`config.mk`:
```
export PLATFORM = sky130hd
export DESIGN_NAME = ftc_clock
export DESIGN_NICKNAME = d
export VERILOG_FILES = /design/src/rtl/ftc_pkg.sv /design/src/rtl/ftc_incr_ctl.sv /design/src/rtl/ftc_time_acc.sv /design/src/rtl/ftc_word_port.sv /design/src/rtl/ftc_clock.sv
export SDC_FILE = /design/constraint.sdc
export NUM_CORES = 1
export LEC_CHECK = 0
export BUFFER_PORTS_ARGS = -buffer_cell sky130_fd_sc_hd__buf_2
export CAP_MARGIN = 20
export CORE_MARGIN = 2
export CORE_UTILIZATION = 61
export DETAILED_ROUTE_END_ITERATION = 10
export PLACE_DENSITY_LB_ADDON = 0.25
export RECOVER_POWER = 25
export SYNTH_ARGS = -nofsm -noshare
export SYNTH_HDL_FRONTEND = slang
export SYNTH_SLANG_ARGS = --single-unit
```
`constraint.sdc`:
```
create_clock -name clk -period 3.3 [get_ports clk]
set_input_delay 0.66 -clock clk [delete_from_list [all_inputs] [get_ports clk]]
set_output_delay 0.66 -clock clk [all_outputs]
set_load 0.01 [all_outputs]
```
`src/rtl/ftc_pkg.sv`:
```
package ftc_pkg;
  // Register port word map; positions of the increment fields are fixed by
  // the increment register layout (value low, period directly above it).
  typedef enum logic [1:0] {
    ADDR_TIME_LO = 2'd0,
    ADDR_TIME_HI = 2'd1,
    ADDR_INCR    = 2'd2,
    ADDR_UNUSED  = 2'd3
  } ftc_addr_e;
endpackage

```
`src/rtl/ftc_incr_ctl.sv`:
```
// Increment register and the period timer that paces updates.
module ftc_incr_ctl #(
  parameter int WORD_W  = 32,
  parameter int VAL_W   = 24,
  parameter int PER_W   = 8,
  parameter int RST_PER = 1,
  parameter int RST_VAL = 16 << 19
) (
  input  logic              clk,
  input  logic              rst_n,
  input  logic              wr_en,
  input  logic [WORD_W-1:0] wdata,
  output logic [PER_W-1:0]  period_o,
  output logic [VAL_W-1:0]  incval_o,
  output logic [WORD_W-1:0] reg_word_o,
  output logic              tick_o
);
  logic [PER_W-1:0] per_q;
  logic [PER_W-1:0] cnt_q;
  logic [VAL_W-1:0] val_q;

  // An update falls on the edge where the count reaches period-1.
  assign tick_o = (per_q != '0) && (cnt_q == per_q - PER_W'(1));

  always_ff @(posedge clk or negedge rst_n) begin
    if (!rst_n) begin
      per_q <= PER_W'(RST_PER);
      val_q <= VAL_W'(RST_VAL);
      cnt_q <= '0;
    end else if (wr_en) begin
      per_q <= wdata[VAL_W +: PER_W];
      val_q <= wdata[VAL_W-1:0];
      cnt_q <= '0;
    end else if (per_q != '0) begin
      cnt_q <= tick_o ? '0 : cnt_q + PER_W'(1);
    end
  end

  always_comb begin
    reg_word_o                = '0;
    reg_word_o[VAL_W-1:0]     = val_q;
    reg_word_o[VAL_W +: PER_W] = per_q;
  end

  assign period_o = per_q;
  assign incval_o = val_q;
endmodule

```
`src/rtl/ftc_time_acc.sv`:
```
// The system time accumulator: load has priority over an update.
module ftc_time_acc #(
  parameter int CNT_W = 64,
  parameter int VAL_W = 24
) (
  input  logic             clk,
  input  logic             rst_n,
  input  logic             tick,
  input  logic [VAL_W-1:0] incval,
  input  logic             load,
  input  logic [CNT_W-1:0] load_val,
  output logic [CNT_W-1:0] time_o
);
  always_ff @(posedge clk or negedge rst_n) begin
    if (!rst_n)
      time_o <= '0;
    else if (load)
      time_o <= load_val;
    else if (tick)
      time_o <= time_o + CNT_W'(incval);
  end
endmodule

```
`src/rtl/ftc_word_port.sv`:
```
// Word-wide register port with read capture and write staging.
module ftc_word_port
  import ftc_pkg::*;
#(
  parameter int WORD_W = 32,
  parameter int CNT_W  = 2 * WORD_W
) (
  input  logic              clk,
  input  logic              rst_n,
  input  logic              rd_en,
  input  logic              wr_en,
  input  logic [1:0]        addr,
  input  logic [WORD_W-1:0] wdata,
  input  logic [CNT_W-1:0]  time_i,
  input  logic [WORD_W-1:0] reg_word_i,
  output logic [WORD_W-1:0] rdata,
  output logic              load_o,
  output logic [CNT_W-1:0]  load_val_o,
  output logic              incr_wr_o,
  output logic [WORD_W-1:0] stage_lo_o,
  output logic [WORD_W-1:0] hi_cap_o
);
  ftc_addr_e sel;
  assign sel = ftc_addr_e'(addr);

  always_ff @(posedge clk or negedge rst_n) begin
    if (!rst_n) begin
      rdata    <= '0;
      hi_cap_o <= '0;
    end else if (rd_en) begin
      case (sel)
        ADDR_TIME_LO: begin
          rdata    <= time_i[WORD_W-1:0];
          hi_cap_o <= time_i[CNT_W-1:WORD_W];
        end
        ADDR_TIME_HI: rdata <= hi_cap_o;
        ADDR_INCR:    rdata <= reg_word_i;
        default:      rdata <= '0;
      endcase
    end
  end

  always_ff @(posedge clk or negedge rst_n) begin
    if (!rst_n)
      stage_lo_o <= '0;
    else if (wr_en && sel == ADDR_TIME_LO)
      stage_lo_o <= wdata;
  end

  assign load_o     = wr_en && (sel == ADDR_TIME_HI);
  assign load_val_o = {wdata, stage_lo_o};
  assign incr_wr_o  = wr_en && (sel == ADDR_INCR);
endmodule

```
`src/rtl/ftc_clock.sv`:
```
// Programmable-increment fractional clock, top level.
module ftc_clock #(
  parameter int WORD_W  = 32,
  parameter int VAL_W   = 24,
  parameter int PER_W   = 8,
  parameter int RST_PER = 1,
  parameter int RST_VAL = 16 << 19
) (
  input  logic              clk,
  input  logic              rst_n,
  input  logic              wr_en,
  input  logic              rd_en,
  input  logic [1:0]        addr,
  input  logic [WORD_W-1:0] wdata,
  output logic [WORD_W-1:0] rdata
);
  localparam int CNT_W = 2 * WORD_W;

  logic              tick;
  logic [PER_W-1:0]  period;
  logic [VAL_W-1:0]  incval;
  logic [WORD_W-1:0] reg_word;
  logic              load;
  logic [CNT_W-1:0]  load_val;
  logic              incr_wr;
  logic [WORD_W-1:0] stage_lo;
  logic [WORD_W-1:0] hi_cap;
  logic [CNT_W-1:0]  time_q;

  ftc_word_port #(.WORD_W(WORD_W), .CNT_W(CNT_W)) u_port (
    .clk        (clk),
    .rst_n      (rst_n),
    .rd_en      (rd_en),
    .wr_en      (wr_en),
    .addr       (addr),
    .wdata      (wdata),
    .time_i     (time_q),
    .reg_word_i (reg_word),
    .rdata      (rdata),
    .load_o     (load),
    .load_val_o (load_val),
    .incr_wr_o  (incr_wr),
    .stage_lo_o (stage_lo),
    .hi_cap_o   (hi_cap)
  );

  ftc_incr_ctl #(
    .WORD_W(WORD_W), .VAL_W(VAL_W), .PER_W(PER_W),
    .RST_PER(RST_PER), .RST_VAL(RST_VAL)
  ) u_incr (
    .clk        (clk),
    .rst_n      (rst_n),
    .wr_en      (incr_wr),
    .wdata      (wdata),
    .period_o   (period),
    .incval_o   (incval),
    .reg_word_o (reg_word),
    .tick_o     (tick)
  );

  ftc_time_acc #(.CNT_W(CNT_W), .VAL_W(VAL_W)) u_acc (
    .clk      (clk),
    .rst_n    (rst_n),
    .tick     (tick),
    .incval   (incval),
    .load     (load),
    .load_val (load_val),
    .time_o   (time_q)
  );
endmodule

```
### After elaboration in Yosys (flattened, before gate mapping)

Index checks and enable logic that the tools add are counted.

| word-level totals | value |
|---|---|
| flip-flop bits (word level) | 200 |
| input port bits | 38 |

| cells by class | value |
|---|---|
| add/sub/neg operators | 3 |
| equality and inequality tests | 3 |
| multiplexer cells | 6 |
| reduce and logical (&&, ||, !) cells | 9 |

Operators with widths:

| operator | count |
|---|---|
| $mux W64 | 2 |
| $pmux W32 S3 | 1 |
| $add A64 B24 Y64 | 1 |
| $mux W8 | 3 |
| $add A8 B1 Y8 const B | 1 |
| $eq A8 B8 Y1 | 1 |
| $reduce_bool A8 Y1 | 1 |
| $sub A8 B1 Y8 const B | 1 |
| $logic_and A1 B1 Y1 | 4 |
| $reduce_bool A2 Y1 | 2 |
| $eq A2 B1 Y1 const B | 1 |
| $eq A2 B2 Y1 const B | 1 |
| $logic_not A2 Y1 | 1 |
| $reduce_and A2 Y1 | 1 |

### Longest topological paths before layout

Gate-level depths: netlist (run 1).

| logic depth | value |
|---|---|
| depth in word-level cells | 6 |
| depth in mapped cells | 13 |
| depth with buffers taken out | 11 |

### By module

Synthesis (run 1) repeated with hierarchy kept, for this count alone.

| second synthesis, totals | value |
|---|---|
| cell total of the unflattened synthesis | 1,181 |
| area, all modules | 12,077.8 µm² |

By module, submodules not included:

| module | times used | cells an instance | area each (µm²) | sequential area each (µm²) |
|---|---|---|---|---|
| ftc_time_acc | 1 | 599 | 5,006.1 | 1,601.5 |
| ftc_word_port | 1 | 386 | 4,838.4 | 2,402.3 |
| ftc_incr_ctl | 1 | 196 | 2,233.4 | 1,003.5 |

### Worst setup path after synthesis (run 1)

OpenSTA, ideal clock, no wires.

| path | value |
|---|---|
| path kind | flip-flop to flip-flop |
| start | reg u_incr.per_q[0], in the netlist u_incr.period_o[0] |
| end | reg u_acc.time_o[58] |
| setup time | 132 ps |
| data arrival time | 2,623 ps |
| slack | 545 ps |
| cell stages (with the launch flop) | 14 |
| path buffers | 2 |
| period minus slack after synthesis | 2,755 ps |
| cells stage by stage | dfstp_2 > clkbuf_1 > inv_1 > ha_1 > and2_1 > o21ai_0 > a31oi_1 > nor3_2 > o211a_1 > buf_6 > o2111ai_4 > nor4_4 > xnor2_1 > o21ai_1 |

| on the way | value |
|---|---|
| word-level cells in the longest chain between the ends | 4 |
| elaborated cells between the ends (all ways) | 5 |
| those cells by class | 1 x add/sub; 1 x eq/ne; 3 x reduce/logical |

Ends and longest elaborated chain:

| element | line | source |
|---|---|---|
| from (decl) | ftc_incr_ctl.sv:18 | `logic [PER_W-1:0] per_q;` |
| from (signal assigned) | ftc_incr_ctl.sv:27 | `per_q <= PER_W'(RST_PER);` |
| from (signal assigned) | ftc_incr_ctl.sv:31 | `per_q <= wdata[VAL_W +: PER_W];` |
| $sub A8 B1 Y8 | ftc_incr_ctl.sv:23 | `assign tick_o = (per_q != '0) && (cnt_q == per_q - PER_W'(1));` |
| $eq A8 B8 Y1 | ftc_incr_ctl.sv:23 |  |
| $logic_and A1 B1 Y1 (*) | ftc_incr_ctl.sv:23 |  |
| $reduce_bool A2 Y1 (no source line) (*) | - |  |
| to (signal assigned) | ftc_time_acc.sv:18 | `time_o <= load_val;` |
| to (signal assigned) | ftc_time_acc.sv:20 | `time_o <= time_o + CNT_W'(incval);` |
| to (decl) | ftc_time_acc.sv:12 | `output logic [CNT_W-1:0] time_o` |

Every way passes the cells marked *; elsewhere a longest branch is shown, timed or not.
A chain may end at the register's enable or synchronous reset.

### Worst setup path in the final report (run 1)

| path | value |
|---|---|
| start | reg u_incr.per_q[0], in the netlist u_incr.period_o[0] |
| end | reg u_acc.time_o[55] |

Same word-level chain as after synthesis.

==> impl_metrics.ini, run 1 <==
[worst_setup_path]
crit_path_end_kind = flip-flop
arrival_ns = 3.36
crit_path_max_fanout = 7
worstPathRequired_ns = 3.60
crit_path_start_kind = flip-flop
path_class = reg -> reg

[placed_design]
routabilityCongestion = 0.969
io_buffers = 69
dpl.hpwl_um = 18400

[global_routing]
met1_usage_pct = 42.7
gr-usage-met3_pct = 4.81
grtUsageTotal_pct = 30.0
grt_max_degree = 75
met2_usage_pct = 46.3
grt_pass1_wl_um = 43300
top_usage_layer = met2
grt_pass1_vias = 8223
overflow = 0
antenna_found_initial = 0

[outcome]
status = completed

[cts]
cts_root_buf = clkbuf_16
ctsHoldBuffers = 0
insertion_delay_ns = 0.44
cts_max_path_buffers = 2
cts_sinks = 200
cts_tree = built
clkTransAtPathRegs_ns = 0.07
htreeDepth = 4
cts_buffers = 17

[die]
ios = 70
num_rows = 48
fp.dieW_um = 137
start_util_pct = 62.3
die_h_um = 137
core_area_mm2 = 0.0173
die_area_mm2 = 0.0187

[logic_synthesis]
async_flop_share_pct = 100
synthTopCellsByCount = dfrtp_1, a21oi_1, nor2_1
synth_edf_count = 0
syn_avg_cell_area_um2 = 9.91
syn-cell-area_mm2 = 0.0108
synth.yosys.seq_area_share_pct = 46.5
synth-main-ff-cell = dfrtp_1
yosys.area.top_type_share_pct = 46.0
synth_area_leader_cell = dfrtp_1
syn_inst = 1088
yosys_warnings = 0
ys_types = 61
syn_nets = 1154
synth_area_leaders = dfrtp_1, mux2_2, a21oi_1, xnor2_1, nor2_1
synth.most_common_cell = dfrtp_1
ys_ff_latch = 200

[detailed_routing]
detail-route-antenna-nets = 0
num_vias = 8486
first_pass_iters = 5
drt_iter0_drc = 820
post-route-drc-count = 0
detail_route.vias_per_cell = 6.16
wirelength_um = 26600
wire_per_inst_um = 19.3

[final_layout]
utilization_pct = 69.2
multi_input_area_mm2 = 0.00549
fillers = 1329
seq_area_mm2 = 0.00501
final_net_count = 1205
area_delta_synth_final_pct = 11.1
drive_above_1_share_pct = 22.0
insertedDiodeCount = 0

[sta]
rsz0062_at_grt = false
fmax_mhz = 326
tightest_slew_ns = 1.48
drv_slew = 0
finalCriticalPeriod_ns = 3.06
tns_ns = 0
hold_violations = 0
report.final.setup_viol = 0
fin_skew_ns = 0.00889
finalCritPeriodShare_pct = 92.9
relSlewSlack_pct = 1.56

[power_and_ir_drop]
power.density_mw_per_mm2 = 728
total_power_uw = 8720
irDropWorstVdd_v = 0.000414
p_leak_uw = 0.00505

[job]
drv_cap = 0

[hold_path]
min-delay-path-class = in -> reg
==> cell type report <==
| class | instances | share of cell area, % |
|---|---|---|
| sequential | 200 | 41.8 |
| clock inverter | 13 | 0.982 |
| timing repair buffer | 94 | 4.87 |
| tap | 225 | 2.35 |
| clock buffer | 19 | 3.70 |
| multi-input combinational | 813 | 45.9 |
| inverter | 13 | 0.408 |
==> per-layer routing <==
metal  up-vias  routed length (um)
met1      4150               12100
met5         -                   0
li1       3962                   -
met4         0                 737
met3        55                1430
met2       319               12300
==> worst max-delay path, stage by stage, from the launching register on <==
cell and delay, ns:
dfstp_2 0.60, inv_1 0.07, ha_1 0.27, and2_1 0.21
o21ai_0 0.18, a31oi_1 0.12, nor3_2 0.30, o211a_1 0.39
nand2_2 0.18, nor4_2 0.34, xnor2_1 0.17, o21ai_1 0.08
==> final timing paths <==
path                       slack, ns               end  cells after the start             startpoint
min reg2reg                     0.48  u_acc.time_o[31]                      2  u_port.stage_lo_o[31]
min in group asynchronous       0.54  u_port.rdata[20]                      1                  rst_n
max in group asynchronous       0.92   u_port.rdata[5]                      2                  rst_n
max reg2reg                     0.24  u_acc.time_o[55]                     11     u_incr.period_o[0]
min                             0.46  u_acc.time_o[41]                      3               wdata[9]
max                             0.24  u_acc.time_o[55]                     11     u_incr.period_o[0]
==> cells in the final DEF, fill, tap and decap left out, drive strengths merged, types with 8 or more instances in the layout <==
| cell type | count |
|---|---|
| dfrtp | 198 |
| a21oi | 124 |
| nor2 | 124 |
| mux2 | 96 |
| nand2 | 94 |
| buf | 91 |
| o21ai | 78 |
| xnor2 | 56 |
| mux2i | 35 |
| ha | 27 |
| clkbuf | 22 |
| nand3 | 20 |
| nor4 | 20 |
| inv | 19 |
| nand4 | 18 |
| nor3 | 17 |
| xor2 | 15 |
| and3 | 15 |
| a21o | 12 |
| a31oi | 8 |
==> state kept, by name (all words and copies together), names as in the netlist <==
register / count
u_incr.period_o: 8
u_port.stage_lo_o: 32
u_port.hi_cap_o: 32
u_port.rdata: 32
u_acc.time_o: 64
u_incr.cnt_q: 8
u_incr.incval_o: 24
==> metrics by stage <==
step                      instance area [um2]  cells  hold slack (ns)  setup slack (ns)
after floorplan                         10800   1088            0.364             0.545
after global placement                  11400   1344            0.455             0.197
after detailed placement                11400   1344            0.463             0.201
after CTS                               12000   1376            0.198             0.153
after global routing                    12000   1377            0.461            0.0479
final                                   12000   1377            0.455             0.235
==> power breakdown <==
group / internal, uW / total [uW] / switching [uW] / leakage, uW
combinational: 1360 / 3140 / 1780 / 0.00239
clock: 1070 / 2030 / 961 / 0.000275
sequential: 3030 / 3550 / 517 / 0.00239
==> timing repair <==
action | 4_1_cts | 5_1_grt
endpoints found under the setup margin | 0 | 8
setup buffers | 0 | 1
resized for setup | 0 | 1
==> kinds of logic after synthesis <==
| group | count (synthesis) | synth area share, % |
|---|---|---|
| compound gates | 251 | 13.2 |
| simple gates | 332 | 15.1 |
| fa+ha+maj | 28 | 3.32 |
| xor+xnor | 71 | 5.77 |
| mux | 131 | 13.3 |
| buf+inv | 75 | 2.91 |
| flops | 200 | 46.5 |
Note: power is estimated with default switching activity, not from simulation.
==> inputs of run 2 (changes only) <==
- BUFFER_PORTS_ARGS: -buffer_cell sky130_fd_sc_hd__buf_2 -> not set
- CORE_UTILIZATION: 61 -> 64
- DONT_BUFFER_PORTS: not set -> 1
==> impl_metrics.ini, run 2 (synthesis results as in run 1) <==
[final_layout]
stdcell_count = 1303
final_net_count = 1136
layout.cells.most_common_list = dfrtp_1, a21oi_1, nor2_1
regMostFlops = u_acc.time_o
insertedDiodeCount = 0
drive_above_1_share_pct = 17.3
largest_reg_flops = 64
final_common_cell = dfrtp_1
utilization_pct = 70.3
area_delta_synth_final_pct = 7.81

[global_routing]
grt_pass1_vias = 8247
grt_max_degree = 201
overflow = 0
antenna_found_initial = 0
grtUsageTotal_pct = 30.5
grt_pass1_wl_um = 42800

[worst_setup_path]
worstReg2RegEnd = u_acc.time_o[58]
worstRegToRegCells = 12
worstPathRequired_ns = 3.59
crit_path_start = u_incr.period_o[0]
path_class = reg -> reg
crit_path_end_kind = flip-flop
crit_path_max_fanout = 8
crit_path_cell_trace = inv_1, ha_1, and2_1, o21ai_0, a31oi_1, nor3_2, o211a_2, o2111ai_4, buf_12, nor4_4, xnor2_1, o21ai_1
r2r-start = u_incr.period_o[0]
reg2reg_slack_ns = 0.20
arrival_ns = 3.40
slowest_delay_ns = 0.60
crit_path_start_kind = flip-flop
cp_slowest_cell = dfstp_2

[outcome]
violations = hold timing
status = finished, violations left

[sta]
drv_slew = 0
fmax_mhz = 322
tightest_slew_ns = 0.881
setup_slack_ns = 0.196
report.final.setup_viol = 0
holdWs_ns = -0.0848
hold_violations = 198
rsz0062_at_grt = false
finalCritPeriodShare_pct = 94.1
relSlewSlack_pct = 41.1
tns_ns = 0
fin_skew_ns = 0.0110
finalCriticalPeriod_ns = 3.10

[detailed_routing]
wirelength_um = 26200
detail_route.vias_per_cell = 6.32
detail-route-antenna-nets = 0
drt_iter0_drc = 683
num_vias = 8239
wire_per_inst_um = 20.1
first_pass_iters = 5
post-route-drc-count = 0

[cts]
clkTransAtPathRegs_ns = 0.08
cts_root_buf = clkbuf_16
cts_tree = built
cts_buffers = 17
insertion_delay_ns = 0.44
htreeDepth = 4
cts_max_path_buffers = 2
cts_sinks = 200

[power_and_ir_drop]
p_leak_uw = 0.00476
irDropWorstVdd_v = 0.000454
power.density_mw_per_mm2 = 740

[placed_design]
routabilityCongestion = 0.949
dpl.hpwl_um = 17600
place_ws_ns = 0.156
dp_cells = 1270
io_buffers = 0

[die]
fp.dieW_um = 134
ios = 70
num_rows = 47
start_util_pct = 65.2
core_area_mm2 = 0.0165
die_h_um = 134
die_area_mm2 = 0.0179

[hold_path]
min-delay-path-class = in -> async

[job]
drv_cap = 0
==> run 2: changes by cell type in the layout (fill, tap and decap cells not counted), sizes merged <==
| cell | previous run | this run |
|---|---|---|
| clkbuf | 22 | 19 |
| inv | 19 | 16 |
| clkinv | 4 | 5 |
| clkinvlp | 2 | 4 |
| buf | 91 | 25 |
==> run 2: critical path: cells and delay by family (launching register included) <==
family / cells / cell delay (ns)
adders and majority gates: 1 / 0.26
and+or+nand+nor: 3 / 0.70
AOI/OAI and AO/OA: 5 / 0.97
DFF: 1 / 0.60
xor gates and xnor gates: 1 / 0.15
buffers and inverters: 2 / 0.27
==> run 2: layout make-up <==
class                      count  area [um2]
inverter                      13        48.8
tap                          220         275
sequential                   200        5010
multi-input combinational    813        5490
clock inverter                13         121
fill                        1248        4900
timing repair buffer          25         225
clock buffer                  19         453
==> run 2: how the worst max path moves through the flow <==
| stage | to | slack (ns) | cells past startpoint |
|---|---|---|---|
| floorplan | u_acc.time_o[58] | 0.55 | 13 |
| CTS | u_acc.time_o[58] | 0.13 | 11 |
| global route | u_acc.time_o[58] | 0.03 | 12 |
| detailed placement | u_acc.time_o[58] | 0.16 | 11 |
| finish | u_acc.time_o[58] | 0.20 | 12 |
| global placement | u_acc.time_o[58] | 0.28 | 11 |
==> run 2: through the flow <==
stage          power, uW  cell area [um2]
2_1_floorplan       5740            10800
3_3_place_gp        6380            11000
3_5_place_dp        6470            11000
4_1_cts             8540            11600
5_1_grt             9080            11600
6_report            8600            11600
==> run 2: layer usage <==
metal	wire [um]	GRT usage (%)	vias to the layer above
met5	0	0	-
met4	530	9.57	0
met3	1620	5.90	54
met2	12600	49.3	303
met1	11500	42.1	4061
li1	-	-	3821
==> run 2: timing repair <==
action | CTS | global route
resized for setup | 0 | 2
buffers inserted | 0 | 1
endpoints found under the hold margin | 198 | 198
setup endpoints to repair | 0 | 7
==> run 2: where the power goes <==
part	internal, uW	switching [uW]	total (uW)	leakage, uW
Clock	1090	967	2060	0.000274
Combinational	1310	1630	2940	0.00210
Sequential	3030	575	3610	0.00239
Total	5430	3170	8600	0.00476
